`config.mk`:
```
export PLATFORM = sky130hd
export DESIGN_NAME = csel_wait_gen
export DESIGN_NICKNAME = d
export VERILOG_FILES = /design/src/rtl/csel_wait_gen.sv
export SDC_FILE = /design/constraint.sdc
export NUM_CORES = 1
export LEC_CHECK = 0
export BUFFER_PORTS_ARGS = -buffer_cell sky130_fd_sc_hd__buf_2
export CORE_UTILIZATION = 55
export CTS_CLUSTER_SIZE = 20
export DETAILED_ROUTE_END_ITERATION = 8
export GPL_ROUTABILITY_DRIVEN = 0
export HOLD_SLACK_MARGIN = 0.1
export PLACE_DENSITY = 0.74
export SYNTH_ARGS = -nofsm -noshare
export SYNTH_HDL_FRONTEND = slang
export SYNTH_SLANG_ARGS = --single-unit
```
`constraint.sdc`:
```
create_clock -name clk -period 3.3 [get_ports clk]
set_input_delay 0.66 -clock clk [delete_from_list [all_inputs] [get_ports clk]]
set_output_delay 0.66 -clock clk [all_outputs]
set_load 0.02 [all_outputs]
```
`src/rtl/csel_wait_gen.sv`:
```
module csel_wait_gen #(
  parameter int NCS = 4,
  parameter int AW  = 24,
  parameter int DW  = 16
) (
  input  logic                           clk,
  input  logic                           rst_n,
  input  logic                           as_n,
  input  logic [AW-1:0]                  addr,
  input  logic [2:0]                     fc,
  input  logic                           rw,
  input  logic [1:0]                     siz,
  input  logic [2:0]                     iack_lvl,
  input  logic                           cfg_we,
  input  logic [1:0]                     cfg_kind,
  input  logic [(NCS>1?$clog2(NCS):1)-1:0] cfg_idx,
  input  logic [DW-1:0]                  cfg_wdata,
  output logic [NCS-1:0]                 cs_n,
  output logic                           ack_byte,
  output logic                           ack_word,
  output logic                           ack_ext
);
  localparam int LSB = 11;
  localparam int BW  = AW - LSB;
  localparam int OW  = 14;
  localparam logic [DW-1:0] BOOT_BASE = {{(DW-3){1'b0}}, 3'b110};
  localparam logic [OW-1:0] BOOT_OPT  = {1'b1, 2'b11, 2'b11, 4'd13, 2'b11, 3'b000};

  logic [DW-1:0]  base_r [NCS];
  logic [OW-1:0]  opt_r  [NCS];
  logic [1:0]     pin_r  [NCS];
  logic [NCS-1:0] port_r;

  always_ff @(posedge clk or negedge rst_n) begin
    if (!rst_n) begin
      for (int i = 0; i < NCS; i++) begin
        base_r[i] <= (i == 0) ? BOOT_BASE : '0;
        opt_r[i]  <= (i == 0) ? BOOT_OPT : '0;
        pin_r[i]  <= (i == 0) ? 2'b10 : 2'b01;
      end
      port_r <= '1;
    end else if (cfg_we) begin
      case (cfg_kind)
        2'd0:    base_r[cfg_idx] <= cfg_wdata;
        2'd1:    opt_r[cfg_idx]  <= cfg_wdata[OW-1:0];
        2'd2:    pin_r[cfg_idx]  <= cfg_wdata[1:0];
        default: port_r          <= cfg_wdata[NCS-1:0];
      endcase
    end
  end

  wire cpu_sp   = (fc == 3'b111);
  wire iack_cyc = cpu_sp && (addr[19:16] == 4'hF);
  wire upper_t  = ~addr[0];
  wire lower_t  = addr[0] | (siz != 2'b01);

  logic [NCS-1:0] hit;

  for (genvar g = 0; g < NCS; g++) begin : g_win
    logic [4:0]    sb;
    logic          byte_ok, sp_ok;
    logic [1:0]    sp;
    logic [2:0]    lvl;
    logic [AW-1:0] amask, bfull;

    always_comb begin
      case (base_r[g][2:0])
        3'd0:    sb = 5'd11;
        3'd1:    sb = 5'd13;
        3'd2:    sb = 5'd14;
        3'd3:    sb = 5'd16;
        3'd4:    sb = 5'd17;
        3'd5:    sb = 5'd18;
        3'd6:    sb = 5'd19;
        default: sb = 5'd20;
      endcase
    end

    assign amask = {AW{1'b1}} << sb;
    assign bfull = {base_r[g][BW+2:3], {LSB{1'b0}}};
    assign sp    = opt_r[g][4:3];
    assign lvl   = opt_r[g][2:0];

    always_comb begin
      case (opt_r[g][12:11])
        2'b00:   byte_ok = 1'b0;
        2'b01:   byte_ok = lower_t;
        2'b10:   byte_ok = upper_t;
        default: byte_ok = 1'b1;
      endcase
      case (sp)
        2'b00:   sp_ok = iack_cyc && (lvl == 3'd0 || lvl == iack_lvl);
        2'b01:   sp_ok = ~fc[2];
        2'b10:   sp_ok = fc[2] && !cpu_sp;
        default: sp_ok = !cpu_sp;
      endcase
    end

    assign hit[g] = pin_r[g][1] && byte_ok && sp_ok
                 && (rw ? opt_r[g][9] : opt_r[g][10])
                 && ((sp == 2'b00) || (((addr ^ bfull) & amask) == '0));

    assign cs_n[g] = pin_r[g][1] ? ~sel_q[g] : (pin_r[g][0] ? 1'b1 : port_r[g]);
  end

  logic [3:0] pk_dack;
  logic       pk_p16;

  always_comb begin
    pk_dack = 4'd0;
    pk_p16  = 1'b0;
    for (int i = NCS - 1; i >= 0; i--) begin
      if (hit[i]) begin
        pk_dack = opt_r[i][8:5];
        pk_p16  = opt_r[i][13];
      end
    end
  end

  logic [NCS-1:0] sel_q;
  logic           busy, waiting, ack_q, ext_q, p16_q;
  logic [3:0]     cnt;

  always_ff @(posedge clk or negedge rst_n) begin
    if (!rst_n) begin
      sel_q <= '0; busy <= 1'b0; waiting <= 1'b0; cnt <= '0;
      ack_q <= 1'b0; ext_q <= 1'b0; p16_q <= 1'b0;
    end else if (as_n) begin
      sel_q <= '0; busy <= 1'b0; waiting <= 1'b0;
      ack_q <= 1'b0; ext_q <= 1'b0;
    end else if (!busy) begin
      busy  <= 1'b1;
      sel_q <= hit;
      if (|hit) begin
        p16_q <= pk_p16;
        case (pk_dack)
          4'hE:    ack_q <= 1'b1;
          4'hF:    ext_q <= 1'b1;
          default: begin cnt <= pk_dack; waiting <= 1'b1; end
        endcase
      end
    end else if (waiting) begin
      if (cnt == 4'd0) begin
        ack_q   <= 1'b1;
        waiting <= 1'b0;
      end else begin
        cnt <= cnt - 4'd1;
      end
    end
  end

  assign ack_byte = ack_q & ~p16_q;
  assign ack_word = ack_q & p16_q;
  assign ack_ext  = ext_q;


  sel_in_cycle_chk: assert property (@(posedge clk) disable iff (!rst_n)
    (|sel_q) |-> $past(!as_n));


  release_chk: assert property (@(posedge clk) disable iff (!rst_n)
    as_n |=> (sel_q == '0 && !ack_byte && !ack_word && !ack_ext));


  ack_excl_chk: assert property (@(posedge clk) disable iff (!rst_n)
    $onehot0({ack_byte, ack_word, ack_ext}));


  ack_needs_sel_chk: assert property (@(posedge clk) disable iff (!rst_n)
    (ack_byte || ack_word || ack_ext) |-> (|sel_q));

endmodule

```
==> impl_metrics.ini, run 1 <==
[status]
status = finished clean

[sta]
fin_crit_ps = 2915
hold_viol_final = 0
rsz0062_at_grt = no
setup-tns-final_ps = 0
setup-violations-final = 0
final_max_tran_viols = 0
tightestPinTransition_ps = 924.8
finalClockSkew_ps = 7.510
fmaxAchievable_ghz = 0.3430
worst_slew_margin_rel_pct = 37.87
timing.final.crit_share_pct = 88.34

[floorplan]
placement_rows = 42
die_area_um2 = 14370
floorplan.core_area_um2 = 13400
dieWidth_um = 119.9
start_util_pct = 57.02
ports_placed_on_the_boundary = 64
die-height_um = 119.9

[synth]
most_frequently_used_cell_type_in_the_post_synthesis_netlist = mux2_2
simple_gate_fraction_of_synth_area_pct = 10.71
synth_xor_xnor_area_share_pct = 6.419
synth_edf_count = 0
ys_async_sr_fraction_pct = 100.0
synth-warning-count = 0
synth.ff_latch_count = 145
synth-compound-area-share_pct = 11.58
synth_area_um2 = 7641
synth_sequential_area_ratio_pct = 47.81
post-synth-top-area-fraction_pct = 40.94
synth_cell_type_count = 82
synth_top_area_cell = dfrtp_1
syn-instance-count = 653
fraction_of_synthesized_area_in_multiplexers_pct = 20.40
post_synth_adder_cell_area_pct = 0.1637
netlist_top_cells_area = dfrtp_1 (41%), mux2_2 (20%), dfstp_2 (6.9%)
synth_commonest_cells = mux2_2 (133), dfrtp_1 (125), nor2_1 (35)
dominantRegCellSynth = dfrtp_1
dominant_combinational_cell_family_by_area_after_synthesis = multiplexers
syn_avg_cell_area_um2 = 11.70
syn-num-nets = 711

[min_path]
timing.hold.worst.class = input port to asynchronous set/reset pin

[clocking]
clock_tree.buffer_depth = 2
clock_tree.htree_level_count = 4
clock_latency_ps = 430
cts_root_buf = clkbuf_16
cts_repair_resize_count = 0
cts_hold_buf = 0
tritoncts = built
clk_pin_slew_ps = 60
clock-sinks = 145
tritoncts.num_buffers = 17
postCtsSetupRepairBufs = 0

[drt]
drt_pass1_iterations = 6
dr.first_iter.drc_count = 362
vias_per_inst = 6.071
total_wire_length_um = 18170
detail_route.wl_per_cell_um = 20.05
via_count = 5500
drt.antenna.violating_nets = 0
route.detailed.drc = 0

[final_layout]
n_antenna_cell = 0
finish.net_count = 775
post_synthesis_to_final_layout_area_growth_pct = 14.82
postLayoutCoreUtil_pct = 65.47
layout-drive-gt1-share_pct = 37.67
final_cells = 906

[placement]
io_buffer_count = 53
dpl.cell_count = 874
place_hpwl_um = 12960

[critical_path]
crit_path_max_incr_delay_ps = 540
timing.setup.critical_path_class = input port to register
timing.critical_path.mode_cell = nor3_1
critical_path_arrival_ps = 3240
end_kind = register
critPathRequiredTime_ps = 3630
worst_path_buf_inv = 1
worstPathMaxFanout = 7
critical-path-top-delay-family = simple AND/OR/NAND/NOR gates
worstSetupStartpointType = input port
worst_path_max_delay_cell = nor3_1
crit_chain = buf_2, and2_1, a21oi_1, a31oi_1, nor3_1, and3_1, nor3_1, nor3_1, a41oi_1, a211oi_1

[power]
p_switching_mw = 1.667
pwr-share-comb_pct = 20.5
sequentialPowerShare_pct = 43.2
total_leakage_power_nw = 3.753
netSwitchingFraction_pct = 28.06
power_total_mw = 5.940
clkPwrFrac_pct = 36.3
vdd_drop_max_mv = 0.4173
power.density_nw_per_um2 = 677.1
internal_power_mw = 4.273

[global_routing]
global_route.overflow_total = 0
global_route_wire_length_before_repair_um = 29730
initial_antenna_violation_count = 0
grt_start_max_net_pins = 72
number_of_global_route_vias_before_repair = 5714
track_usage_pct = 27.53

[job]
cap_viol_max_count = 0
## path summary, 6_finish.rpt
kind                           startpoint        end  slack (ps)  cells after the start
min in group clk                     as_n       busy         500                      2
hold reg to reg                 opt_r[40]  opt_r[40]         500                      1
setup reg to reg           g_win[0].sp[0]     cnt[0]         400                      9
setup / recovery                    fc[1]     cnt[0]         380                     10
max in group asynchronous           rst_n  opt_r[54]        2110                      2
hold / removal                      rst_n  base_r[6]         230                      1
## flip-flops by register name (all words and copies together) (netlist names)
register / cells
busy: 1
opt_r: 36
base_r: 64
ack_q: 1
pin_r: 8
g_win.sp: 8
g_win.lvl: 12
p16_q: 1
cnt: 4
waiting: 1
ack_ext: 1
sel_q: 4
port_r: 4
## cell type report
type	count	area (um2)
clock buffer	23	488.0
timing repair buffer	72	414.1
inverter	15	56.30
sequential	145	3654
clock inverter	9	176.4
multi-input combinational	466	3765
fill	1022	4627
tap	176	220.2
## stage by stage
stage               cell area (um2)  hold slack (ps)  setup slack, ps
floorplan                      7641            364.4            488.9
global placement               8109            482.0            101.5
detailed placement             8109            489.7            97.62
CTS                            8773            272.3            476.7
global route                   8773            289.0            125.2
finish                         8773            228.3            384.8
## power groups by stage
stage	registers, mW	logic (mW)	clock network, mW
after global routing	2.62	1.34	2.25
after detailed placement	2.59	1.21	0
after floorplan	2.48	0.904	0
after CTS	2.56	1.22	2.17
after global placement	2.55	1.16	0
final	2.57	1.22	2.16
## cells in the final DEF (no fill, tap or decap), types with 7 or more instances in the layout
cell	n
mux2_2	133
dfrtp_1	125
buf_2	52
nor2_1	35
xor2_1	29
a21oi_1	27
xnor2_1	27
nand2_1	24
dfstp_2	20
o21ai_0	19
buf_4	19
clkbuf_16	17
inv_1	15
nor3_1	14
nand3_1	13
a211oi_1	9
o211ai_1	8
nor4_1	7
## metal layers
metal / global-route usage [%] / share of wire, % / up-vias
li1: - / - / 2533
met1: 35.96 / 44 / 2758
met2: 43.46 / 47 / 172
met3: 6.559 / 5.7 / 37
met4: 12.58 / 3.0 / 0
met5: 0 / 0 / -
## cells by family after synthesis
logic type / count (synthesis)
AOI/OAI and AO/OA: 121
xor gates and xnor gates: 56
adders and majority gates: 1
buffers and inverters: 42
DFF: 145
muxes: 139
and+or+nand+nor: 149
Note: power is estimated with default switching activity, not from simulation.
==> inputs of run 2 (changes only) <==
Settings changed: CORE_UTILIZATION 55 to 30, PLACE_DENSITY 0.74 to default.
==> impl_metrics.ini, run 2 (synthesized netlist as in run 1, its figures left out) <==
[status]
status = finished clean

[drt]
drt_pass1_iterations = 4
dr.first_iter.drc_count = 306
detail_route.wl_per_cell_um = 17.44
total_wire_length_um = 18830
vias_per_inst = 5.022
drt.antenna.violating_nets = 0
route.detailed.drc = 0
via_count = 5424

[final_layout]
commonest_non_fill_non_tap_cells_in_the_layout = mux2_2 (133), dfrtp_1 (125), buf_2 (52)
final_cells = 1080
post_synthesis_to_final_layout_area_growth_pct = 19.63
largest_reg_flops = 64
n_antenna_cell = 0
layout-drive-gt1-share_pct = 39.33
finish.net_count = 796
mostFrequentLayoutCell = mux2_2
largest-register = base_r

[global_routing]
initial_antenna_violation_count = 1
track_usage_pct = 15.32
grt_start_max_net_pins = 63
global_route.overflow_total = 0
global_route_wire_length_before_repair_um = 30330
number_of_global_route_vias_before_repair = 5342

[floorplan]
die-height_um = 161.6
floorplan.core_area_um2 = 25110
die_area_um2 = 26110
ports_placed_on_the_boundary = 64
start_util_pct = 30.43
placement_rows = 58
dieWidth_um = 161.6

[clocking]
clock_tree.buffer_depth = 2
cts_root_buf = clkbuf_16
clock_tree.htree_level_count = 4
tritoncts.num_buffers = 17
clock-sinks = 145
postCtsSetupRepairBufs = 0
cts_hold_buf = 0
cts_repair_resize_count = 0
tritoncts = built
clock_latency_ps = 430
clk_pin_slew_ps = 60

[sta]
setup-tns-final_ps = 0
tightestPinTransition_ps = 863.6
finalClockSkew_ps = 8.023
fin_crit_ps = 2885
fmaxAchievable_ghz = 0.3466
final_max_tran_viols = 0
setup-violations-final = 0
rsz0062_at_grt = no
hold_viol_final = 0
worst_slew_margin_rel_pct = 42.43
timing.final.crit_share_pct = 87.44

[power]
power.density_nw_per_um2 = 654.2
vdd_drop_max_mv = 0.3548
total_leakage_power_nw = 3.855

[job]
cap_viol_max_count = 0

[placement]
dpl.cell_count = 1049
io_buffer_count = 53
place_hpwl_um = 13710

[critical_path]
end_kind = register
critPathRequiredTime_ps = 3610
worstPathMaxFanout = 14
timing.setup.critical_path_class = input port to register
worstSetupStartpointType = input port
critical_path_arrival_ps = 3200

[min_path]
timing.hold.worst.class = input port to asynchronous set/reset pin
run 2: cell types whose count changed in the layout (fill, tap and decap cells not counted):
cell and delta:
buf_4 +20, clkbuf_8 -2, buf_12 +1, bufinv_16 +1, clkinv_2 -1, clkinvlp_4 +1
run 2: worst max-delay path, cell delays in order:
cell and delay, ps:
buf_2 180, buf_4 180, nor4_1 330, o21ai_0 160, o21bai_1 210, o32a_1 210
and3_1 350, mux2_1 400, o21ai_1 170, a211oi_2 120, a31o_1 220
run 2: cell type report:
type	count	area (um2)
Multi-Input combinational cell	466	3765
Inverter	15	56.30
Tap cell	330	412.9
Timing Repair Buffer	93	584.3
Fill cell	2537	15970
Clock buffer	21	460.4
Clock inverter	10	209.0
Sequential cell	145	3654
run 2: worst paths after layout:
check | from | to | slack (ps) | cells past startpoint
max | iack_lvl[2] | ack_q | 410 | 11
min reg2reg | opt_r[26] | opt_r[26] | 500 | 1
max in group asynchronous | rst_n | opt_r[54] | 2240 | 2
min | rst_n | g_win[1].lvl[1] | 220 | 1
max reg2reg | g_win[2].lvl[1] | cnt[0] | 430 | 10
min in group clk | opt_r[26] | opt_r[26] | 500 | 1
run 2: per-stage QoR:
stage | power (mW) | utilization (%) | setup WS [ps] | hold slack [ps] | cell area [um2]
floorplan | 3.383 | - | 488.9 | 364.4 | 7641
global placement | 3.784 | 33.74 | 20.74 | 481.4 | 8472
detailed placement | 3.823 | 33.74 | 19.90 | 489.1 | 8472
CTS | 6.029 | 36.41 | 450.1 | 250.9 | 9141
global route | 6.312 | 36.41 | 193.7 | 263.1 | 9141
finish | 5.980 | 36.41 | 414.6 | 219.6 | 9141
run 2: routing by layer:
layer  GRT usage, %  up-vias  wire length (um)
met2          24.41      108              8846
met4          4.202        2               142
met1          21.12     2728              9069
met5              0        -                10
met3          2.979       11               765
li1               -     2575                 -
run 2: where the power goes:
group	leakage, nW	internal (mW)	total [mW]	switching (mW)
sequential	1.76	2.22	2.55	0.328
clock	0.319	1.45	2.19	0.733
combinational	1.78	0.668	1.25	0.578
total	3.85	4.34	5.98	1.64
